File: src/rtl/sic_pkg.sv
package sic_pkg;
  typedef enum logic [3:0] {
    IDX_STATUS   = 4'd0,
    IDX_RAW      = 4'd1,
    IDX_EN_SET   = 4'd2,
    IDX_EN_CLR   = 4'd3,
    IDX_SOFT_SET = 4'd4,
    IDX_SOFT_CLR = 4'd5,
    IDX_RT_SET   = 4'd8,
    IDX_RT_CLR   = 4'd9
  } reg_idx_e;
endpackage

File: src/rtl/sic_regfile.sv
module sic_regfile #(
  parameter int NSRC  = 32,
  parameter int IDXW  = 10,
  parameter int RT_LO = 21,
  parameter int RT_HI = 30
) (
  input  logic            clk,
  input  logic            rst_n,
  input  logic            wr_en,
  input  logic            rd_en,
  input  logic [IDXW-1:0] idx,
  input  logic [NSRC-1:0] wdata,
  input  logic [NSRC-1:0] raw_q,
  output logic [NSRC-1:0] mask_q,
  output logic [NSRC-1:0] mask_nx,
  output logic [NSRC-1:0] rt_q,
  output logic [NSRC-1:0] rt_nx,
  output logic [NSRC-1:0] rdata
);
  import sic_pkg::*;

  localparam int RT_W = RT_HI - RT_LO + 1;
  localparam logic [NSRC-1:0] RT_WIN = ({NSRC{1'b1}} >> (NSRC - RT_W)) << RT_LO;

  logic     low_hit;
  reg_idx_e sel_idx;

  assign low_hit = (idx[IDXW-1:4] == '0);
  assign sel_idx = reg_idx_e'(idx[3:0]);

  always_comb begin
    mask_nx = mask_q;
    rt_nx   = rt_q;
    if (wr_en && low_hit) begin
      case (sel_idx)
        IDX_EN_SET:   mask_nx = mask_q | wdata;
        IDX_EN_CLR:   mask_nx = mask_q & ~wdata;
        IDX_SOFT_SET: if (|wdata) mask_nx[0] = 1'b1;
        IDX_SOFT_CLR: if (|wdata) mask_nx[0] = 1'b0;
        IDX_RT_SET:   rt_nx = rt_q | (wdata & RT_WIN);
        IDX_RT_CLR:   rt_nx = rt_q & ~wdata;
        default: ;
      endcase
    end
  end

  always_ff @(posedge clk or negedge rst_n) begin
    if (!rst_n) begin
      mask_q <= '0;
      rt_q   <= '0;
    end else begin
      mask_q <= mask_nx;
      rt_q   <= rt_nx;
    end
  end

  always_comb begin
    rdata = '0;
    if (rd_en && low_hit) begin
      case (sel_idx)
        IDX_STATUS:   rdata = raw_q & mask_q;
        IDX_RAW:      rdata = raw_q;
        IDX_EN_SET:   rdata = mask_q;
        IDX_SOFT_SET: rdata = {{(NSRC-1){1'b0}}, raw_q[0]};
        IDX_RT_SET:   rdata = rt_q;
        default:      rdata = '0;
      endcase
    end
  end

  AST_EN_SET_OR: assert property (@(posedge clk) disable iff (!rst_n)
    (wr_en && idx == IDXW'(2)) |=> (mask_q == ($past(mask_q) | $past(wdata))));
  AST_EN_CLR_AND: assert property (@(posedge clk) disable iff (!rst_n)
    (wr_en && idx == IDXW'(3)) |=> (mask_q == ($past(mask_q) & ~$past(wdata))));
  AST_RT_SET_WIN: assert property (@(posedge clk) disable iff (!rst_n)
    (wr_en && idx == IDXW'(8)) |=> (rt_q == ($past(rt_q) | ($past(wdata) & RT_WIN))));
  AST_SOFT_ZERO: assert property (@(posedge clk) disable iff (!rst_n)
    (wr_en && (idx == IDXW'(4) || idx == IDXW'(5)) && wdata == '0) |=> $stable(mask_q));
  AST_UNLISTED_IGNORED: assert property (@(posedge clk) disable iff (!rst_n)
    (wr_en && !(idx inside {IDXW'(2), IDXW'(3), IDXW'(4), IDXW'(5), IDXW'(8), IDXW'(9)}))
    |=> ($stable(mask_q) && $stable(rt_q)));
endmodule

File: src/rtl/sic_combine.sv
module sic_combine #(
  parameter int NSRC = 32
) (
  input  logic            clk,
  input  logic            rst_n,
  input  logic [NSRC-1:0] src_i,
  input  logic [NSRC-1:0] mask_nx,
  output logic            irq_o
);
  always_ff @(posedge clk or negedge rst_n) begin
    if (!rst_n) irq_o <= 1'b0;
    else        irq_o <= |(src_i & mask_nx);
  end

  AST_IRQ_NEEDS_MASK: assert property (@(posedge clk) disable iff (!rst_n)
    (mask_nx == '0) |=> !irq_o);
endmodule

File: src/rtl/sic_bypass.sv
module sic_bypass #(
  parameter int NSRC  = 32,
  parameter int RT_LO = 21,
  parameter int RT_HI = 30
) (
  input  logic            clk,
  input  logic            rst_n,
  input  logic [NSRC-1:0] src_i,
  input  logic [NSRC-1:0] rt_nx,
  output logic [NSRC-1:0] route_o
);
  for (genvar i = 0; i < NSRC; i++) begin : g_line
    if (i >= RT_LO && i <= RT_HI) begin : g_live
      always_ff @(posedge clk or negedge rst_n) begin
        if (!rst_n) route_o[i] <= 1'b0;
        else        route_o[i] <= src_i[i] & rt_nx[i];
      end
    end else begin : g_tied
      assign route_o[i] = 1'b0;
    end
  end
endmodule

File: src/rtl/sic_route_top.sv
module sic_route_top #(
  parameter int NSRC  = 32,
  parameter int AW    = 12,
  parameter int RT_LO = 21,
  parameter int RT_HI = 30
) (
  input  logic            clk,
  input  logic            rst_n,
  input  logic            bus_sel,
  input  logic            bus_wr,
  input  logic [AW-1:0]   bus_addr,
  input  logic [NSRC-1:0] bus_wdata,
  output logic [NSRC-1:0] bus_rdata,
  input  logic [NSRC-1:0] src_i,
  output logic            irq_o,
  output logic [NSRC-1:0] route_o
);
  localparam int IDXW = AW - 2;

  logic [NSRC-1:0] raw_q, mask_q, mask_nx, rt_q, rt_nx;
  logic [IDXW-1:0] idx;

  assign idx = bus_addr[AW-1:2];

  always_ff @(posedge clk or negedge rst_n) begin
    if (!rst_n) raw_q <= '0;
    else        raw_q <= src_i;
  end

  sic_regfile #(.NSRC(NSRC), .IDXW(IDXW), .RT_LO(RT_LO), .RT_HI(RT_HI)) u_regs (
    .clk(clk), .rst_n(rst_n),
    .wr_en(bus_sel & bus_wr), .rd_en(bus_sel & ~bus_wr),
    .idx(idx), .wdata(bus_wdata), .raw_q(raw_q),
    .mask_q(mask_q), .mask_nx(mask_nx), .rt_q(rt_q), .rt_nx(rt_nx),
    .rdata(bus_rdata)
  );

  sic_combine #(.NSRC(NSRC)) u_comb (
    .clk(clk), .rst_n(rst_n), .src_i(src_i), .mask_nx(mask_nx), .irq_o(irq_o)
  );

  sic_bypass #(.NSRC(NSRC), .RT_LO(RT_LO), .RT_HI(RT_HI)) u_byp (
    .clk(clk), .rst_n(rst_n), .src_i(src_i), .rt_nx(rt_nx), .route_o(route_o)
  );

  AST_IRQ_MATCHES_STATE: assert property (@(posedge clk) disable iff (!rst_n)
    irq_o == |(raw_q & mask_q));
  AST_ROUTE_FOLLOWS_RAW: assert property (@(posedge clk) disable iff (!rst_n)
    route_o == (raw_q & rt_q));
  AST_RESET_QUIET: assert property (@(posedge clk)
    !rst_n |-> (!irq_o && route_o == '0));
endmodule

File: config.mk
export PLATFORM = sky130hd
export DESIGN_NAME = sic_route_top
export DESIGN_NICKNAME = d
export VERILOG_FILES = /design/src/rtl/sic_pkg.sv /design/src/rtl/sic_regfile.sv /design/src/rtl/sic_combine.sv /design/src/rtl/sic_bypass.sv /design/src/rtl/sic_route_top.sv
export SDC_FILE = /design/constraint.sdc
export NUM_CORES = 1
export LEC_CHECK = 0
export BUFFER_PORTS_ARGS = -buffer_cell sky130_fd_sc_hd__buf_2
export CAP_MARGIN = 20
export CORE_MARGIN = 2
export CORE_UTILIZATION = 25
export CTS_CLUSTER_DIAMETER = 40
export DETAILED_ROUTE_END_ITERATION = 10
export GPL_TIMING_DRIVEN = 0
export PLACE_DENSITY_LB_ADDON = 0.25
export SLEW_MARGIN = 20
export SYNTH_ARGS = -nofsm -noshare
export SYNTH_HDL_FRONTEND = slang
export SYNTH_HIERARCHICAL = 1
export SYNTH_SLANG_ARGS = --single-unit
File: constraint.sdc
create_clock -name clk -period 2.8 [get_ports clk]
set_clock_uncertainty 0.05 [all_clocks]
set_input_delay 0.42 -clock clk [delete_from_list [all_inputs] [get_ports clk]]
set_output_delay 0.42 -clock clk [all_outputs]
set_load 0.005 [all_outputs]
==> flow_metrics.py <==
metrics = {
    "status": {
        "run_status": "completed",
    },
    "power_and_ir_drop": {
        "switching_share": 0.233,
        "switching_power_mw": 0.777,
        "seq_power_share": 0.474,
        "intPower_mw": 2.57,
        "power.ir.vdd_worst_v": 0.000321,
        "share_clk_of_total_power": 0.445,
        "leakage_power_nw": 3.24,
        "share_of_power_burned_in_combinational_logic": 0.080,
        "p_per_area_mw_per_mm2": 513,
    },
    "sta": {
        "timing.final.crit_share": 0.990,
        "final_slew_viol_count": 0,
        "worstMarginPinSlew_ns": 0.599,
        "clock.fmax_ghz": 0.361,
        "number_of_endpoints_with_negative_hold_slack_in_the_final_report": 0,
        "final_period_minus_worst_setup_slack_ns": 2.77,
        "setup_viol": 0,
        "slew_headroom": 0.597,
        "rsz0062_at_grt": "true",
    },
    "synth": {
        "netlist.area_leader.share": 0.538,
        "synthArstFlopShare": 1.00,
        "synth_sequential_area_ratio": 0.538,
        "synthesized_instance_count": 441,
        "synth-edff-count": 0,
        "synth.largest_area_cell": "sky130_fd_sc_hd__dfrtp_1",
        "average_footprint_of_a_synthesized_cell_um2": 11.3,
        "ys_dominant_reg_cell": "sky130_fd_sc_hd__dfrtp_1",
        "synth_seq_cells": 107,
        "ys_types": 50,
        "syn-cell-area_mm2": 0.00498,
        "yosys_warnings": 6,
        "leading_cell_types_by_total_area_after_synthesis": "sky130_fd_sc_hd__dfrtp_1 (54%), sky130_fd_sc_hd__a222oi_1 (6.0%), sky130_fd_sc_hd__a21o_1 (4.5%)",
    },
    "die": {
        "core_outline_area_mm2": 0.0195,
        "chipHeight_um": 145,
        "core.rowCount": 51,
        "io_pins": 145,
        "start_util": 0.255,
        "die_area_mm2": 0.0211,
        "die_x_um": 145,
    },
    "drt": {
        "avgViaCountPerCell": 4.96,
        "detail_route.wirelength_um": 17900,
        "routed-via-count": 4301,
        "route.detailed.drc": 0,
        "drt_first_iter_violations": 428,
        "avgRoutedWirePerCell_um": 20.6,
        "antenna_violating_nets_post_route": 0,
        "drt_pre_antenna_iters": 7,
    },
    "grt": {
        "grt_overflow_total": 0,
        "first_global_vias": 4618,
        "grt_max_degree": 80,
        "grt_usage": 0.172,
        "antenna_found_initial": 1,
        "grt_first_pass_wirelength_um": 27700,
    },
    "run": {
        "timing.max_cap.violations": 0,
    },
    "clock_network": {
        "root_buffer": "sky130_fd_sc_hd__clkbuf_16",
        "clock_tree_from_tritoncts": "done",
        "cts-root-to-sink-buffers": 2,
        "clock_tree.htree_level_count": 3,
        "clock-sinks": 107,
        "cts_buffers": 9,
        "clock_latency_ns": 0.36,
        "clk_pin_slew_worst_paths_ns": 0.07,
    },
    "placement": {
        "postPlaceCellArea_mm2": 0.00602,
        "finalWeightedCongestion": 0.801,
        "place.port_buffers": 118,
        "post-dp-hpwl_um": 13100,
    },
    "critical_path": {
        "critPathRequiredTime_ns": 2.33,
        "timing.critical_path.from_type": "input pin",
        "timing.critical_path.fanout_max": 10,
        "crit_path_end_kind": "output pin",
        "critical_path_arrival_ns": 2.30,
        "crit_type": "in2out",
    },
    "min_path": {
        "hold_path.class": "in2reg",
    },
    "finish": {
        "area_growth_syn_to_layout_pct": 31.0,
        "number_of_filler_instances_in_the_final_layout": 2032,
        "layout-drive-gt1-share": 0.369,
        "utilization": 0.334,
        "final_net_count": 676,
        "stdcell_area_mm2": 0.00652,
    },
}
logic make-up (layout without fill, tap and decap cells):
kind of cell / after synthesis / in the layout / synth area share
and+or+nand+nor: 127 / 127 / 0.136
buffers and inverters: 53 / 192 / 0.0596
adders and majority gates: 1 / 1 / 0.00201
AOI/OAI and AO/OA: 135 / 135 / 0.226
other: 1 / 23 / 0.000753
xor gates and xnor gates: 1 / 1 / 0.00176
DFF: 107 / 107 / 0.538
muxes: 16 / 16 / 0.0362
repair_timing:
action	CTS	global route
hold buffers	1	0
hold endpoints to repair	28	0
setup endpoints to repair	32	13
gates resized for setup	29	11
pin swaps	5	1
setup buffers	4	0
gates cloned	0	0
stage by stage:
stage | setup slack [ns] | TNS [ns] | std cells | power [mW] | hold WS (ns)
2_1_floorplan | 0.0269 | 0 | 462 | 1.71 | 0.0744
3_3_place_gp | -0.697 | -6.97 | 845 | 1.86 | 0.452
3_5_place_dp | -0.697 | -6.13 | 846 | 1.88 | 0.267
4_1_cts | 0.0222 | 0 | 867 | 3.38 | 0.127
5_1_grt | -0.0272 | -0.0524 | 866 | 3.48 | 0.120
6_report | 0.0294 | 0 | 867 | 3.34 | 0.138
registers in the layout, summed over array words and instances, names as in the netlist:
| name | count |
|---|---|
| raw_q | 32 |
| u_byp/route_o | 10 |
| u_comb/irq_o | 1 |
| u_regs/mask_q | 32 |
| u_regs/rt_q | 32 |
layout make-up:
class	count	area (um2)	share of cell area
clock buffer	10	229	0.0351
tap	265	332	0.0509
buffer	49	320	0.0491
inverter	3	12.5	0.00192
antenna	1	2.50	0.000384
timing repair buffer	124	664	0.102
multi-input combinational	302	2160	0.332
clock inverter	6	119	0.0182
sequential	107	2680	0.411
layer usage:
| layer | up-vias | track usage | part of all wire |
|---|---|---|---|
| met3 | 23 | 0.0513 | 0.073 |
| li1 | 1935 | - | - |
| met5 | - | 0 | 0.00061 |
| met4 | 2 | 0.0422 | 0.017 |
| met1 | 2150 | 0.227 | 0.43 |
| met2 | 191 | 0.278 | 0.48 |
Yosys cell counts (2+ instances only):
cell / instances
sky130_fd_sc_hd__nor2_1: 35
sky130_fd_sc_hd__and4_1: 2
sky130_fd_sc_hd__a222oi_1: 30
sky130_fd_sc_hd__nand4_1: 4
sky130_fd_sc_hd__dfrtp_1: 107
sky130_fd_sc_hd__nand2b_1: 2
sky130_fd_sc_hd__and2_1: 11
sky130_fd_sc_hd__a21boi_0: 22
sky130_fd_sc_hd__mux2_1: 2
sky130_fd_sc_hd__nor3_4: 2
sky130_fd_sc_hd__buf_4: 22
sky130_fd_sc_hd__nor3_1: 3
sky130_fd_sc_hd__nor4bb_1: 2
sky130_fd_sc_hd__a22o_1: 25
sky130_fd_sc_hd__mux2_2: 14
sky130_fd_sc_hd__o211ai_1: 3
sky130_fd_sc_hd__nand2_1: 40
sky130_fd_sc_hd__clkbuf_1: 21
sky130_fd_sc_hd__nor2b_1: 2
sky130_fd_sc_hd__buf_2: 6
sky130_fd_sc_hd__inv_1: 2
sky130_fd_sc_hd__or3b_2: 3
sky130_fd_sc_hd__a21o_1: 30
sky130_fd_sc_hd__a22oi_1: 16
sky130_fd_sc_hd__a21oi_1: 2
sky130_fd_sc_hd__nor4_1: 9
final timing paths:
kind	from	end	slack, ns	cells after the start
setup reg to reg	u_regs/mask_q[0]	u_comb/irq_o	0.62	7
setup / recovery	bus_addr[3]	bus_rdata[5]	0.03	8
hold / removal	src_i[18]	raw_q[18]	0.14	1
max in group asynchronous	rst_n	u_byp/route_o[27]	1.57	3
min in group asynchronous	rst_n	raw_q[0]	0.46	2
hold reg to reg	u_regs/rt_q[28]	u_regs/rt_q[28]	0.48	1
layout by cell type, fill, tap and decap left out, drive strengths merged, types with 2 or more instances in the layout:
cell	count
and2	13
or3b	3
conb	22
inv	5
nor4	11
a22o	25
mux2	16
nand2b	2
a2111oi	2
nor4bb	2
nand4	4
a222oi	30
a22oi	17
a21o	30
and4	2
nor2b	2
or4	2
nand2	40
dfrtp	107
bufinv	3
nor3	5
a21boi	22
a21oi	2
nor2	35
o211ai	3
clkbuf	29
buf	153
power groups by stage:
stage	combinational, mW	sequential [mW]	clock (mW)
finish	0.269	1.59	1.49
global route	0.294	1.59	1.59
CTS	0.267	1.59	1.52
detailed placement	0.258	1.62	0
global placement	0.249	1.62	0
floorplan	0.0953	1.61	0
critical path, stage by stage:
cell	delay [ns]
sky130_fd_sc_hd__buf_2	0.10
sky130_fd_sc_hd__clkbuf_1	0.44
sky130_fd_sc_hd__nor4_2	0.15
sky130_fd_sc_hd__clkbuf_2	0.27
sky130_fd_sc_hd__a21o_1	0.23
sky130_fd_sc_hd__a222oi_1	0.43
sky130_fd_sc_hd__nor2_1	0.10
sky130_fd_sc_hd__buf_2	0.15
No activity file was read; power rests on OpenSTA's default activity.
